==> src/rtl/pic_pkg.sv <==
package pic_pkg;
  localparam int NUM_INT  = 23;
  localparam int NUM_EXT  = 4;
  localparam int PRIO_W   = 3;
  localparam int ADDR_W   = 6;
  localparam int DATA_W   = 32;
  localparam int NUM_SRC  = NUM_INT + NUM_EXT;
  localparam int ID_W     = $clog2(NUM_SRC);

  localparam logic [ADDR_W-1:0] A_CFG     = 6'h20;
  localparam logic [ADDR_W-1:0] A_CLR     = 6'h21;
  localparam logic [ADDR_W-1:0] A_FIQ_CLR = 6'h22;
  localparam logic [ADDR_W-1:0] A_PEND    = 6'h23;
  localparam logic [ADDR_W-1:0] A_WIN     = 6'h24;

  typedef struct packed {
    logic edge_mode;
    logic pol;
  } pin_cfg_t;
endpackage

==> src/rtl/pic_pin_cond.sv <==
module pic_pin_cond (
  input  logic clk_i,
  input  logic rst_ni,
  input  logic pin_i,
  input  logic edge_mode_i,
  input  logic pol_i,
  input  logic clr_i,
  output logic pend_o
);
  logic s1_q, s2_q, prev_q, latch_q;
  logic lvl_act, hit;

  always_ff @(posedge clk_i or negedge rst_ni) begin
    if (!rst_ni) begin
      s1_q   <= 1'b0;
      s2_q   <= 1'b0;
      prev_q <= 1'b0;
    end else begin
      s1_q   <= pin_i;
      s2_q   <= s1_q;
      prev_q <= s2_q;
    end
  end

  assign lvl_act = pol_i ? s2_q : ~s2_q;
  assign hit     = edge_mode_i & (pol_i ? (s2_q & ~prev_q) : (~s2_q & prev_q));

  // a new edge outranks a clear in the same cycle
  always_ff @(posedge clk_i or negedge rst_ni) begin
    if (!rst_ni)     latch_q <= 1'b0;
    else if (hit)    latch_q <= 1'b1;
    else if (clr_i)  latch_q <= 1'b0;
  end

  assign pend_o = edge_mode_i ? latch_q : lvl_act;

  p_edge_hold_r7: assert property (@(posedge clk_i) disable iff (!rst_ni)
    (edge_mode_i && latch_q && !clr_i) |=> latch_q);
  p_edge_clear_r8: assert property (@(posedge clk_i) disable iff (!rst_ni)
    (clr_i && !hit) |=> !latch_q);
endmodule

==> src/rtl/pic_fiq_path.sv <==
module pic_fiq_path (
  input  logic clk_i,
  input  logic rst_ni,
  input  logic fiq_ni,
  input  logic clr_i,
  output logic fiq_o
);
  logic s1_q, s2_q, prev_q, latch_q, fall;

  always_ff @(posedge clk_i or negedge rst_ni) begin
    if (!rst_ni) begin
      s1_q   <= 1'b1;
      s2_q   <= 1'b1;
      prev_q <= 1'b1;
    end else begin
      s1_q   <= fiq_ni;
      s2_q   <= s1_q;
      prev_q <= s2_q;
    end
  end

  assign fall = ~s2_q & prev_q;

  always_ff @(posedge clk_i or negedge rst_ni) begin
    if (!rst_ni)    latch_q <= 1'b0;
    else if (fall)  latch_q <= 1'b1;
    else if (clr_i) latch_q <= 1'b0;
  end

  assign fiq_o = latch_q;

  p_fiq_hold_r9: assert property (@(posedge clk_i) disable iff (!rst_ni)
    (fiq_o && !clr_i) |=> fiq_o);
  p_fiq_low_pin_r9: assert property (@(posedge clk_i) disable iff (!rst_ni)
    $rose(fiq_o) |-> !$past(fiq_ni, 2));
endmodule

==> src/rtl/pic_arbiter.sv <==
module pic_arbiter #(
  parameter int N      = 27,
  parameter int PRIO_W = 3,
  parameter int ID_W   = 5
) (
  input  logic                clk_i,
  input  logic                rst_ni,
  input  logic [N-1:0]        pend_i,
  input  logic [N*PRIO_W-1:0] prio_i,
  output logic                valid_o,
  output logic [ID_W-1:0]     id_o,
  output logic [PRIO_W-1:0]   lvl_o
);
  // ascending scan with strict compare keeps the lowest index on ties
  always_comb begin
    lvl_o = '0;
    id_o  = '0;
    for (int k = 0; k < N; k++) begin
      if (pend_i[k] && (prio_i[k*PRIO_W +: PRIO_W] > lvl_o)) begin
        lvl_o = prio_i[k*PRIO_W +: PRIO_W];
        id_o  = ID_W'(k);
      end
    end
  end

  assign valid_o = (lvl_o != '0);

  always_ff @(posedge clk_i) begin
    if (rst_ni) begin
      for (int k = 0; k < N; k++) begin
        p_no_higher_r4: assert (!(pend_i[k] && prio_i[k*PRIO_W +: PRIO_W] > lvl_o))
          else $error("source %0d outranks winner", k);
        p_tie_low_r4: assert (!(valid_o && pend_i[k] && k < int'(id_o) &&
                                prio_i[k*PRIO_W +: PRIO_W] == lvl_o))
          else $error("tie not resolved to lowest index at %0d", k);
      end
    end
  end

  p_win_pending_r4: assert property (@(posedge clk_i) disable iff (!rst_ni)
    valid_o |-> (pend_i[id_o] && prio_i[id_o*PRIO_W +: PRIO_W] == lvl_o));
  p_disabled_r2: assert property (@(posedge clk_i) disable iff (!rst_ni)
    (pend_i == '0) |-> !valid_o);
endmodule

==> src/rtl/prio_irq_ctrl.sv <==
module prio_irq_ctrl
  import pic_pkg::*;
#(
  parameter int N_INT = NUM_INT,
  parameter int N_EXT = NUM_EXT,
  parameter int P_W   = PRIO_W,
  parameter int A_W   = ADDR_W,
  parameter int D_W   = DATA_W
) (
  input  logic             clk_i,
  input  logic             rst_ni,
  input  logic [N_INT-1:0] int_irq_i,
  input  logic [N_EXT-1:0] ext_irq_i,
  input  logic             fiq_ni,
  input  logic [A_W-1:0]   addr_i,
  input  logic [D_W-1:0]   wdata_i,
  input  logic             we_i,
  output logic [D_W-1:0]   rdata_o,
  output logic             irq_o,
  output logic             fiq_o
);
  localparam int N_S   = N_INT + N_EXT;
  localparam int I_W   = $clog2(N_S);
  localparam int CFG_W = 2 * N_EXT;

  logic [P_W-1:0]   prio_q [N_S];
  logic [N_S*P_W-1:0] prio_flat;
  pin_cfg_t [N_EXT-1:0] cfg_q;
  logic [N_EXT-1:0] ext_pend, ext_clr;
  logic [N_S-1:0]   pend;
  logic             win_valid;
  logic [I_W-1:0]   win_id;
  logic [P_W-1:0]   win_lvl;
  logic             unused_wdata;

  assign unused_wdata = ^wdata_i[D_W-1:CFG_W];

  for (genvar k = 0; k < N_S; k++) begin : g_prio
    always_ff @(posedge clk_i or negedge rst_ni) begin
      if (!rst_ni)                        prio_q[k] <= '0;
      else if (we_i && addr_i == A_W'(k)) prio_q[k] <= wdata_i[P_W-1:0];
    end
    assign prio_flat[k*P_W +: P_W] = prio_q[k];
  end

  always_ff @(posedge clk_i or negedge rst_ni) begin
    if (!rst_ni)                    cfg_q <= '0;
    else if (we_i && addr_i == A_CFG) cfg_q <= wdata_i[CFG_W-1:0];
  end

  for (genvar p = 0; p < N_EXT; p++) begin : g_pin
    assign ext_clr[p] = we_i && addr_i == A_CLR && wdata_i[I_W-1:0] == I_W'(N_INT + p);
    pic_pin_cond i_cond (
      .clk_i      (clk_i),
      .rst_ni     (rst_ni),
      .pin_i      (ext_irq_i[p]),
      .edge_mode_i(cfg_q[p].edge_mode),
      .pol_i      (cfg_q[p].pol),
      .clr_i      (ext_clr[p]),
      .pend_o     (ext_pend[p])
    );
  end

  assign pend = {ext_pend, int_irq_i};

  pic_fiq_path i_fiq (
    .clk_i (clk_i),
    .rst_ni(rst_ni),
    .fiq_ni(fiq_ni),
    .clr_i (we_i && addr_i == A_FIQ_CLR),
    .fiq_o (fiq_o)
  );

  pic_arbiter #(.N(N_S), .PRIO_W(P_W), .ID_W(I_W)) i_arb (
    .clk_i  (clk_i),
    .rst_ni (rst_ni),
    .pend_i (pend),
    .prio_i (prio_flat),
    .valid_o(win_valid),
    .id_o   (win_id),
    .lvl_o  (win_lvl)
  );

  assign irq_o = win_valid;

  always_comb begin
    rdata_o = '0;
    for (int k = 0; k < N_S; k++)
      if (addr_i == A_W'(k)) rdata_o[P_W-1:0] = prio_q[k];
    case (addr_i)
      A_CFG:   rdata_o[CFG_W-1:0] = cfg_q;
      A_PEND:  rdata_o[N_S-1:0]   = pend;
      A_WIN:   rdata_o[I_W+P_W:0] = {win_valid, win_lvl, win_id};
      default: ;
    endcase
  end

  p_irq_needs_enabled_r3: assert property (@(posedge clk_i) disable iff (!rst_ni)
    irq_o |-> (prio_flat[win_id*P_W +: P_W] != '0 && pend[win_id]));
endmodule

==> config.mk <==
export PLATFORM = sky130hd
export DESIGN_NAME = prio_irq_ctrl
export DESIGN_NICKNAME = d
export VERILOG_FILES = /design/src/rtl/pic_pkg.sv /design/src/rtl/pic_pin_cond.sv /design/src/rtl/pic_fiq_path.sv /design/src/rtl/pic_arbiter.sv /design/src/rtl/prio_irq_ctrl.sv
export SDC_FILE = /design/constraint.sdc
export NUM_CORES = 1
export LEC_CHECK = 0
export ABC_CLOCK_PERIOD_IN_PS = 41300
export BUFFER_PORTS_ARGS = -buffer_cell sky130_fd_sc_hd__buf_2
export CORE_UTILIZATION = 25
export DETAILED_ROUTE_END_ITERATION = 12
export PLACE_DENSITY_LB_ADDON = 0.3
export REMOVE_ABC_BUFFERS = 1
export SETUP_SLACK_MARGIN = 0.15
export SLEW_MARGIN = 20
export SYNTH_ARGS = -nofsm -noshare
export SYNTH_HDL_FRONTEND = slang
export SYNTH_HIERARCHICAL = 1
export SYNTH_SLANG_ARGS = --single-unit
==> constraint.sdc <==
create_clock -name clk_i -period 41.3 [get_ports clk_i]
set_clock_uncertainty 0.05 [all_clocks]
set_input_delay 2.065 -clock clk_i [delete_from_list [all_inputs] [get_ports clk_i]]
set_output_delay 2.065 -clock clk_i [all_outputs]
set_load 0.03 [all_outputs]
==> metrics, run 1 <==
Initial Util=25.62%; top-level port count=103; Synth warnings=6; CTS tree=done; post-route cell area=0.01145 mm²; cells after synthesis=1,120; initial antenna violation count=4; Die Area=just under 0.04 mm²; static leakage=4.896 nW; worst hold slack=0.2957 ns; Synth cell types=around 110; Synth top area share=27.30%; Buf+Inv Stages, Crit Path=9; WP data arrival=36.81 ns; most frequent cell after synthesis=dfrtp_1; cts bufs inserted=9; post-route clock period utilization=between 90% and 100%; CP endpoint kind=primary output; Die X=199.1 µm; Slowest Stage Delay on Critical Path=0.49 ns; Post-synth EDFFs=0; Remaining Overflow, GRT=0; fraction of layout cells with a size suffix above 1=between 20 and 30%; Setup violations, final=0; dpl hpwl=23,670 µm; Clock Latency Late Sink=around 0.36 ns; area of the core=0.03793 mm²; Worst Path Required=39.18 ns; most frequent CP cell=ha_1; CP Class=in2out; Synth area leader=dfrtp_1; post-place instance area=between 0.01 and 0.015 mm²; Seq/Total Area, Yosys=around 28%; Final Critical Period=roughly 39 ns; Yosys reg bits=between 100 and 150; num rows=71; final net count=1,304; Crit path max-delay family=compound AO/OA/AOI/OAI gates; total number of vias=9,094; Iter 0 DRT Violations=706; die height=199.1 µm; Fin Setup TNS=0 ns; max-slew violation count=0; status=finished, final reports clean; total power divided by cell area=a little under 60 mW/mm²; CTS H-tree depth=3; Root Driver=clkbuf_16; Fmax achieved=0.02569 GHz; fin util=between 30% and 40%; CTS clk-pin slew, worst paths=0.08 ns; final number of hold-violating endpoints=0; crit path max fanout=8; total wire length=31,660 µm; Power Total=680.7 µW; DR WL/cell=18.39 µm; Avg Inst Size Synth=between 8 and 9 µm²; worst rel slew slack=between 30% and 40%; worst-case clock buffer depth=2; Detailed Routing Iterations Pass 1=7; Hold WC Path Type=reg2reg; Post-Syn Area=between 0.009 and 0.01 mm²; largest cells by area after synthesis=dfrtp_1, mux2_2, ha_1; vias per cell=around 5.3; vias in the first global route=8,621; async set or reset register ratio after synthesis=100.0%; first-pass GRT wire length=48,870 µm; largest net degree at the start of global routing=66; post-route ant nets=0; Syn-to-layout area delta=17.82%; Worst VDD drop=0.00002547 V; GP Congestion=0.8510; remaining routing DRC violations=0; slowest CP cell=or3b_2; clk sinks=109; Worst Tran Pin Value=0.9861 ns; ys flop type=dfrtp_1; synth cell count leaders=dfrtp_1, nand2_1, mux2_2, nor2_1, inv_1; # Max-Cap Violations=0; Port-buffer cells=73; CP Launch Type=input port; total global-route track usage=15.84%
-- worst paths after layout --
check	depth (start not counted)	start	endpoint	slack (ns)
setup reg to reg	1	prio_flat[5]$_DFFE_PN0P_	prio_flat[5]$_DFFE_PN0P_	40.26
hold reg to reg	0	g_pin[3].i_cond/s1_q$_DFF_PN0_	g_pin[3].i_cond/s2_q$_DFF_PN0_	0.30
hold / removal	0	g_pin[3].i_cond/s1_q$_DFF_PN0_	g_pin[3].i_cond/s2_q$_DFF_PN0_	0.30
max in group asynchronous	2	rst_ni	prio_flat[1]$_DFFE_PN0P_	38.26
min in group asynchronous	1	rst_ni	prio_flat[59]$_DFFE_PN0P_	1.65
setup / recovery	194	int_irq_i[0]	rdata_o[1]	2.37
-- kinds of logic after synthesis --
kind of cell | after synthesis | share of synthesized area (%)
fa+ha+maj | 42 | 5.125
other cells | 1 | 0.03859
simple gates | 411 | 22.51
mux | 119 | 13.89
compound gates | 324 | 24.98
xor+xnor | 4 | 0.3605
flops | 109 | 28.11
buf+inv | 110 | 4.983
-- cell type report --
class | count | area, µm²
tap | 511 | 639.4
sequential | 109 | 2731
timing repair buffer | 114 | 678.2
fill | 4036 | 26480
clock inverter | 7 | 107.6
antenna | 2 | 5.005
multi-input combinational | 905 | 6818
inverter | 65 | 244.0
clock buffer | 9 | 225.2
-- metrics by stage --
stage          instances  setup WS [ns]
4_1_cts             1710         0.2280
2_1_floorplan       1079          3.722
6_report            1722          2.374
5_1_grt             1722       -0.07710
3_5_place_dp        1694         0.4221
3_3_place_gp        1694         0.5330
-- cell usage in the layout, fill, tap and decap left out, drive strengths merged, types with 22 or more instances in the layout --
cell   count
nand2    100
a31oi     22
o21ai     74
buf      114
mux2      98
dfrtp    106
nand3     42
and2      42
ha        31
nor2      97
inv       68
a21oi     51
-- where the power goes --
group          total (mW)  leakage (nW)  switching (mW)  internal, mW
Combinational       0.443          3.34           0.245         0.198
Clock              0.0979         0.164          0.0435        0.0543
Sequential          0.140          1.39          0.0207         0.119
Total               0.681          4.90           0.309         0.371
-- repair_timing --
action / CTS / global route
endpoints found under the setup margin: 0 / 10
gates resized for setup: 0 / 65
buffers inserted: 0 / 10
hold buffers: 0 / 0
-- per-layer routing --
metal / routed length [µm] / GRT usage, % / vias to the layer above
li1: - / - / 4372
met1: 14950 / 21.31 / 4496
met2: 15180 / 26.70 / 187
met3: 1046 / 2.042 / 35
met4: 463 / 3.704 / 4
met5: 28 / 0 / -
-- sequential cells by signal, indices dropped and copies added (netlist names) --
signal	cells
cfg_q	8
g_pin.i_cond/prev_q	4
i_fiq/s2_q	1
prio_flat	81
g_pin.i_cond/s2_q	4
g_pin.i_cond/s1_q	4
i_fiq/prev_q	1
i_fiq/s1_q	1
g_pin.i_cond/latch_q	4
i_fiq/fiq_o	1
(Power assumes the default switching activity.)
==> run 2, diff against run 1 <==
CTS_BUF_LIST = sky130_fd_sc_hd__clkbuf_8   (was default)
PLACE_DENSITY = 0.52   (was default)
PLACE_DENSITY_LB_ADDON = default   (was 0.3)
==> metrics, run 2 (synthesis results as in run 1) <==
status=finished, final reports clean (unchanged); clk sinks=109 (unchanged); GP Congestion=0.8555 (was 0.8510); Hold WC Path Type=reg2reg (unchanged); most frequent cells in the layout=dfrtp_1, nand2_1, mux2_2 (unchanged); CTS tree=done (unchanged); number of flip-flops in the largest register=81 (unchanged); WP data arrival=36.87 ns (was 36.81 ns); Power Total=642.5 µW (was 680.7 µW); Setup violations, final=0 (unchanged); CTS clk-pin slew, worst paths=0.10 ns (was 0.08 ns); Slowest Stage Delay on Critical Path=0.50 ns (was 0.49 ns); Buf+Inv Stages, Crit Path=10 (was 9); CP Class=in2out (unchanged); # Max-Cap Violations=0 (unchanged); slowest CP cell=or3b_2 (unchanged); post-route ant nets=0 (unchanged); crit path max fanout=8 (unchanged); cts bufs inserted=9 (unchanged); Clock Latency Late Sink=0.39 ns (was 0.36 ns); vias in the first global route=8,621 (unchanged); final number of hold-violating endpoints=0 (unchanged); Worst Path Required=39.18 ns (about the same); top-level port count=103 (unchanged); Port-buffer cells=73 (unchanged); total global-route track usage=15.74% (was 15.84%); CTS H-tree depth=3 (unchanged); Detailed Routing Iterations Pass 1=6 (was 7); total number of vias=8,996 (was 9,094); area of the core=0.03793 mm² (unchanged); CP Launch Type=input port (unchanged); Fin Setup TNS=0 ns (unchanged); worst-case clock buffer depth=2 (unchanged); fillcell total=4,051 (was 4,036); final net count=1,303 (was 1,304); Remaining Overflow, GRT=0 (unchanged); hold-fix buffers at CTS=0 (unchanged); largest net degree at the start of global routing=66 (unchanged); Root Driver=clkbuf_8 (was clkbuf_16); max-slew violation count=0 (unchanged); DR WL/cell=18.18 µm (was 18.39 µm); worst rel slew slack=35.51% (was 34.12%); dpl hpwl=23,470 µm (was 23,670 µm); total power divided by cell area=56.99 mW/mm² (was 59.45 mW/mm²); first-pass GRT wire length=48,710 µm (was 48,870 µm); fraction of layout cells with a size suffix above 1=28.31% (was 28.29%); initial antenna violation count=1 (was 4); Final Critical Period=38.99 ns (was 38.93 ns); fin util=29.72% (was 30.18%); static leakage=4.827 nW (was 4.896 nW); num rows=71 (unchanged); most frequent CP cell=ha_1 (unchanged); post-route clock period utilization=94.40% (was 94.25%); remaining routing DRC violations=0 (unchanged); Worst Tran Pin Value=0.9593 ns (was 0.9861 ns); n_diodes=0 (was 2); Crit path max-delay family=compound AO/OA/AOI/OAI gates (unchanged); worst hold slack=0.3069 ns (was 0.2957 ns); Iter 0 DRT Violations=636 (was 706); total wire length=31,260 µm (was 31,660 µm); Die X=199.1 µm (unchanged); Syn-to-layout area delta=16.03% (was 17.82%); Fmax achieved=0.02565 GHz (was 0.02569 GHz); CP endpoint kind=primary output (unchanged); Worst VDD drop=0.00002084 V (was 0.00002547 V); die height=199.1 µm (unchanged); commonest non-fill, non-tap cell in the layout=dfrtp_1 (unchanged); Die Area=0.03966 mm² (unchanged); vias per cell=5.233 (was 5.281); Initial Util=25.62% (unchanged)
==> run 2: cell types whose count changed in the layout (fill, tap and decap cells not counted), sizes merged <==
cell    delta
buf        -1
bufinv     -2
clkbuf     +1
clkinv     +1
diode      -2
==> run 2: worst paths after layout <==
check / start / to / slack (ns) / cells past startpoint
setup / recovery: int_irq_i[0] / rdata_o[1] / 2.31 / 195
hold reg to reg: g_pin[0].i_cond/s1_q$_DFF_PN0_ / g_pin[0].i_cond/s2_q$_DFF_PN0_ / 0.31 / 0
min in group asynchronous: rst_ni / prio_flat[62]$_DFFE_PN0P_ / 1.62 / 1
max in group asynchronous: rst_ni / prio_flat[29]$_DFFE_PN0P_ / 38.27 / 2
hold / removal: g_pin[0].i_cond/s1_q$_DFF_PN0_ / g_pin[0].i_cond/s2_q$_DFF_PN0_ / 0.31 / 0
setup reg to reg: prio_flat[5]$_DFFE_PN0P_ / prio_flat[5]$_DFFE_PN0P_ / 40.26 / 1
==> run 2: what timing repair did <==
item / CTS / global route
setup buffers: 0 / 8
gates resized for setup: 1 / 66
setup endpoints to repair: 1 / 10
pin swaps: 0 / 14
==> run 2: report_power, final <==
part	leakage (nW)	total [mW]	internal, mW	switching, mW
Sequential	1.39	0.140	0.119	0.0204
Clock	0.100	0.0639	0.0242	0.0397
Combinational	3.34	0.439	0.198	0.241
==> run 2: per-stage QoR <==
stage	worst slack (ns)	instances	cell area [µm²]
3_5_place_dp	0.3324	1695	10740
6_report	2.312	1719	11270
4_1_cts	0.2846	1711	10930
2_1_floorplan	3.722	1079	9492
3_3_place_gp	0.5385	1695	10740
5_1_grt	-0.07554	1719	11270
==> run 2: metal layers <==
layer / GRT usage, % / wire length (µm) / up-vias
li1: - / - / 4356
met1: 21.57 / 14940 / 4421
met2: 26.34 / 14900 / 186
met3: 1.451 / 861 / 31
met4: 4.046 / 540 / 2
met5: 0 / 13 / -
==> run 2: cell type report <==
type	instances	area [µm²]	share of cell area [%]
clock inverters	6	46.29	0.4106
inverters	65	244.0	2.164
well taps	511	639.4	5.671
flip-flops and latches	109	2731	24.23
multi-input cells	905	6805	60.36
repair buffers	113	670.6	5.948
clock buffers	10	137.6	1.221
==> run 3, diff against run 2 <==
CORE_UTILIZATION = 45   (was 25)
PLACE_DENSITY = 0.75   (was 0.52)
==> metrics, run 3 (synthesis results as in run 1) <==
commonest non-fill, non-tap cell in the layout=dfrtp_1 (unchanged); Fin Setup TNS=0 ns (unchanged); Slowest Stage Delay on Critical Path=0.52 ns (was 0.50 ns); crit path max fanout=8 (unchanged); max-slew violation count=0 (unchanged); GP Congestion=0.9005 (was 0.8555); CTS clk-pin slew, worst paths=0.11 ns (was 0.10 ns); post-route ant nets=0 (unchanged); fin util=51.60% (was 29.72%); static leakage=4.724 nW (was 4.827 nW); worst-case clock buffer depth=2 (unchanged); # Max-Cap Violations=0 (unchanged); Seq. cell area=0.002731 mm² (unchanged); post-route clock period utilization=95.29% (was 94.40%); number of flip-flops in the largest register=81 (unchanged); most frequent CP cell=ha_1 (unchanged); post-route cell area=0.01088 mm² (was 0.01127 mm²); CTS H-tree depth=3 (unchanged); vias per cell=6.298 (was 5.233); Power Total=621.4 µW (was 642.5 µW); Die Area=0.02218 mm² (was 0.03966 mm²); Remaining Overflow, GRT=0 (unchanged); top-level port count=103 (unchanged); vias in the first global route=8,452 (was 8,621); total global-route track usage=24.52% (was 15.74%); die height=148.9 µm (was 199.1 µm); Port-buffer cells=73 (unchanged); DR WL/cell=19.00 µm (was 18.18 µm); Final Critical Period=39.36 ns (was 38.99 ns); Worst R2R Setup Slack=40.25 ns (was 40.26 ns); WP data arrival=37.24 ns (was 36.87 ns); Worst Path Required=39.18 ns (about the same); Die X=148.9 µm (was 199.1 µm); Iter 0 DRT Violations=904 (was 636); most frequent cells in the layout=dfrtp_1, nand2_1, mux2_2 (unchanged); fraction of layout cells with a size suffix above 1=27.57% (was 28.31%); initial antenna violation count=0 (was 1); Clock Latency Late Sink=0.38 ns (was 0.39 ns); CTS tree=done (unchanged); total number of vias=9,202 (was 8,996); remaining routing DRC violations=0 (unchanged); CP Launch Type=input port (unchanged); post-place instance area=0.01026 mm² (was 0.01074 mm²); slowest CP cell=or3b_2 (unchanged); n_diodes=0 (unchanged); CP endpoint kind=primary output (unchanged); area of the multi-input gates=0.006862 mm² (was 0.006805 mm²); cts bufs inserted=9 (unchanged); area of the core=0.02109 mm² (was 0.03793 mm²); Setup violations, final=0 (unchanged); Root Driver=clkbuf_8 (unchanged); total wire length=27,760 µm (was 31,260 µm); dpl hpwl=20,380 µm (was 23,470 µm); status=finished, final reports clean (unchanged); worst rel slew slack=41.83% (was 35.51%); Worst Tran Pin Value=0.8685 ns (was 0.9593 ns); num rows=53 (was 71); Post-Layout Cell Count=1,461 (was 1,719); hold-fix buffers at CTS=0 (unchanged); total power divided by cell area=57.11 mW/mm² (was 56.99 mW/mm²); fillcell total=1,964 (was 4,051); CP Class=in2out (unchanged); Worst VDD drop=0.00002856 V (was 0.00002084 V); Detailed Routing Iterations Pass 1=7 (was 6); Initial Util=46.08% (was 25.62%); final number of hold-violating endpoints=0 (unchanged); Fmax achieved=0.02541 GHz (was 0.02565 GHz); first-pass GRT wire length=43,410 µm (was 48,710 µm); Post-Place Cells=1,434 (was 1,695); largest net degree at the start of global routing=61 (was 66); final net count=1,281 (was 1,303); Syn-to-layout area delta=11.99% (was 16.03%); clk sinks=109 (unchanged); Hold WC Path Type=reg2reg (unchanged)
==> run 3: cell types whose count changed in the layout (fill, tap and decap cells not counted), moves of 2 or more <==
cell / before / now
buf_4: 42 / 20
nor2_2: 12 / 10
clkinvlp_4: 0 / 2
nor2_1: 83 / 85
nor3_2: 1 / 3
o21ai_1: 17 / 15
==> run 3: report_power, final <==
part	total, mW	switching [mW]	leakage, nW	internal [mW]
Combinational	0.418	0.239	3.24	0.179
Clock	0.0638	0.0391	0.0923	0.0246
Sequential	0.140	0.0204	1.39	0.119
==> run 3: through the flow <==
step	hold slack [ns]	setup slack [ns]
floorplan	0.2812	3.722
global placement	0.2841	0.3246
detailed placement	0.2888	-0.3659
CTS	0.3132	0.1820
global route	0.3177	-0.02367
finish	0.3116	1.945
==> run 3: timing repair <==
item | 4_1_cts | 5_1_grt
buffers inserted | 0 | 11
gates cloned | 0 | 0
pin swaps | 0 | 19
gates resized for setup | 10 | 65
setup endpoints to repair | 10 | 10
==> run 3: routing by layer <==
layer | up-vias | part of all wire, % | GRT usage [%]
li1 | 4313 | - | -
met1 | 4453 | 44 | 33.01
met2 | 377 | 47 | 40.98
met3 | 59 | 6.1 | 2.232
met4 | 0 | 2.5 | 8.724
met5 | - | 0 | 0
==> run 3: final cells by class <==
type	instances	share of cell area [%]
Inverter	65	2.242
Sequential cell	109	25.10
Tap cell	275	3.162
Clock inverter	6	0.5289
Multi-Input combinational cell	905	63.06
Clock buffer	10	1.265
Timing Repair Buffer	91	4.645
==> run 3: critical path, delay by kind of cell <==
family                     cells  cell delay [ns]
and+or+nand+nor               69            10.07
adders and majority gates     32             9.50
buffers and inverters          9             0.95
muxes                          5             1.64
AOI/OAI and AO/OA             79            12.97
==> run 3: path summary, 6_finish.rpt <==
path / depth (start not counted) / endpoint / start
min in group asynchronous: 1 / prio_flat[65]$_DFFE_PN0P_ / rst_ni
max in group asynchronous: 2 / prio_flat[0]$_DFFE_PN0P_ / rst_ni
hold reg to reg: 0 / i_fiq/s2_q$_DFF_PN1_ / i_fiq/s1_q$_DFF_PN1_
setup / recovery: 194 / rdata_o[2] / int_irq_i[0]
setup reg to reg: 1 / prio_flat[5]$_DFFE_PN0P_ / prio_flat[5]$_DFFE_PN0P_
hold / removal: 0 / i_fiq/s2_q$_DFF_PN1_ / i_fiq/s1_q$_DFF_PN1_
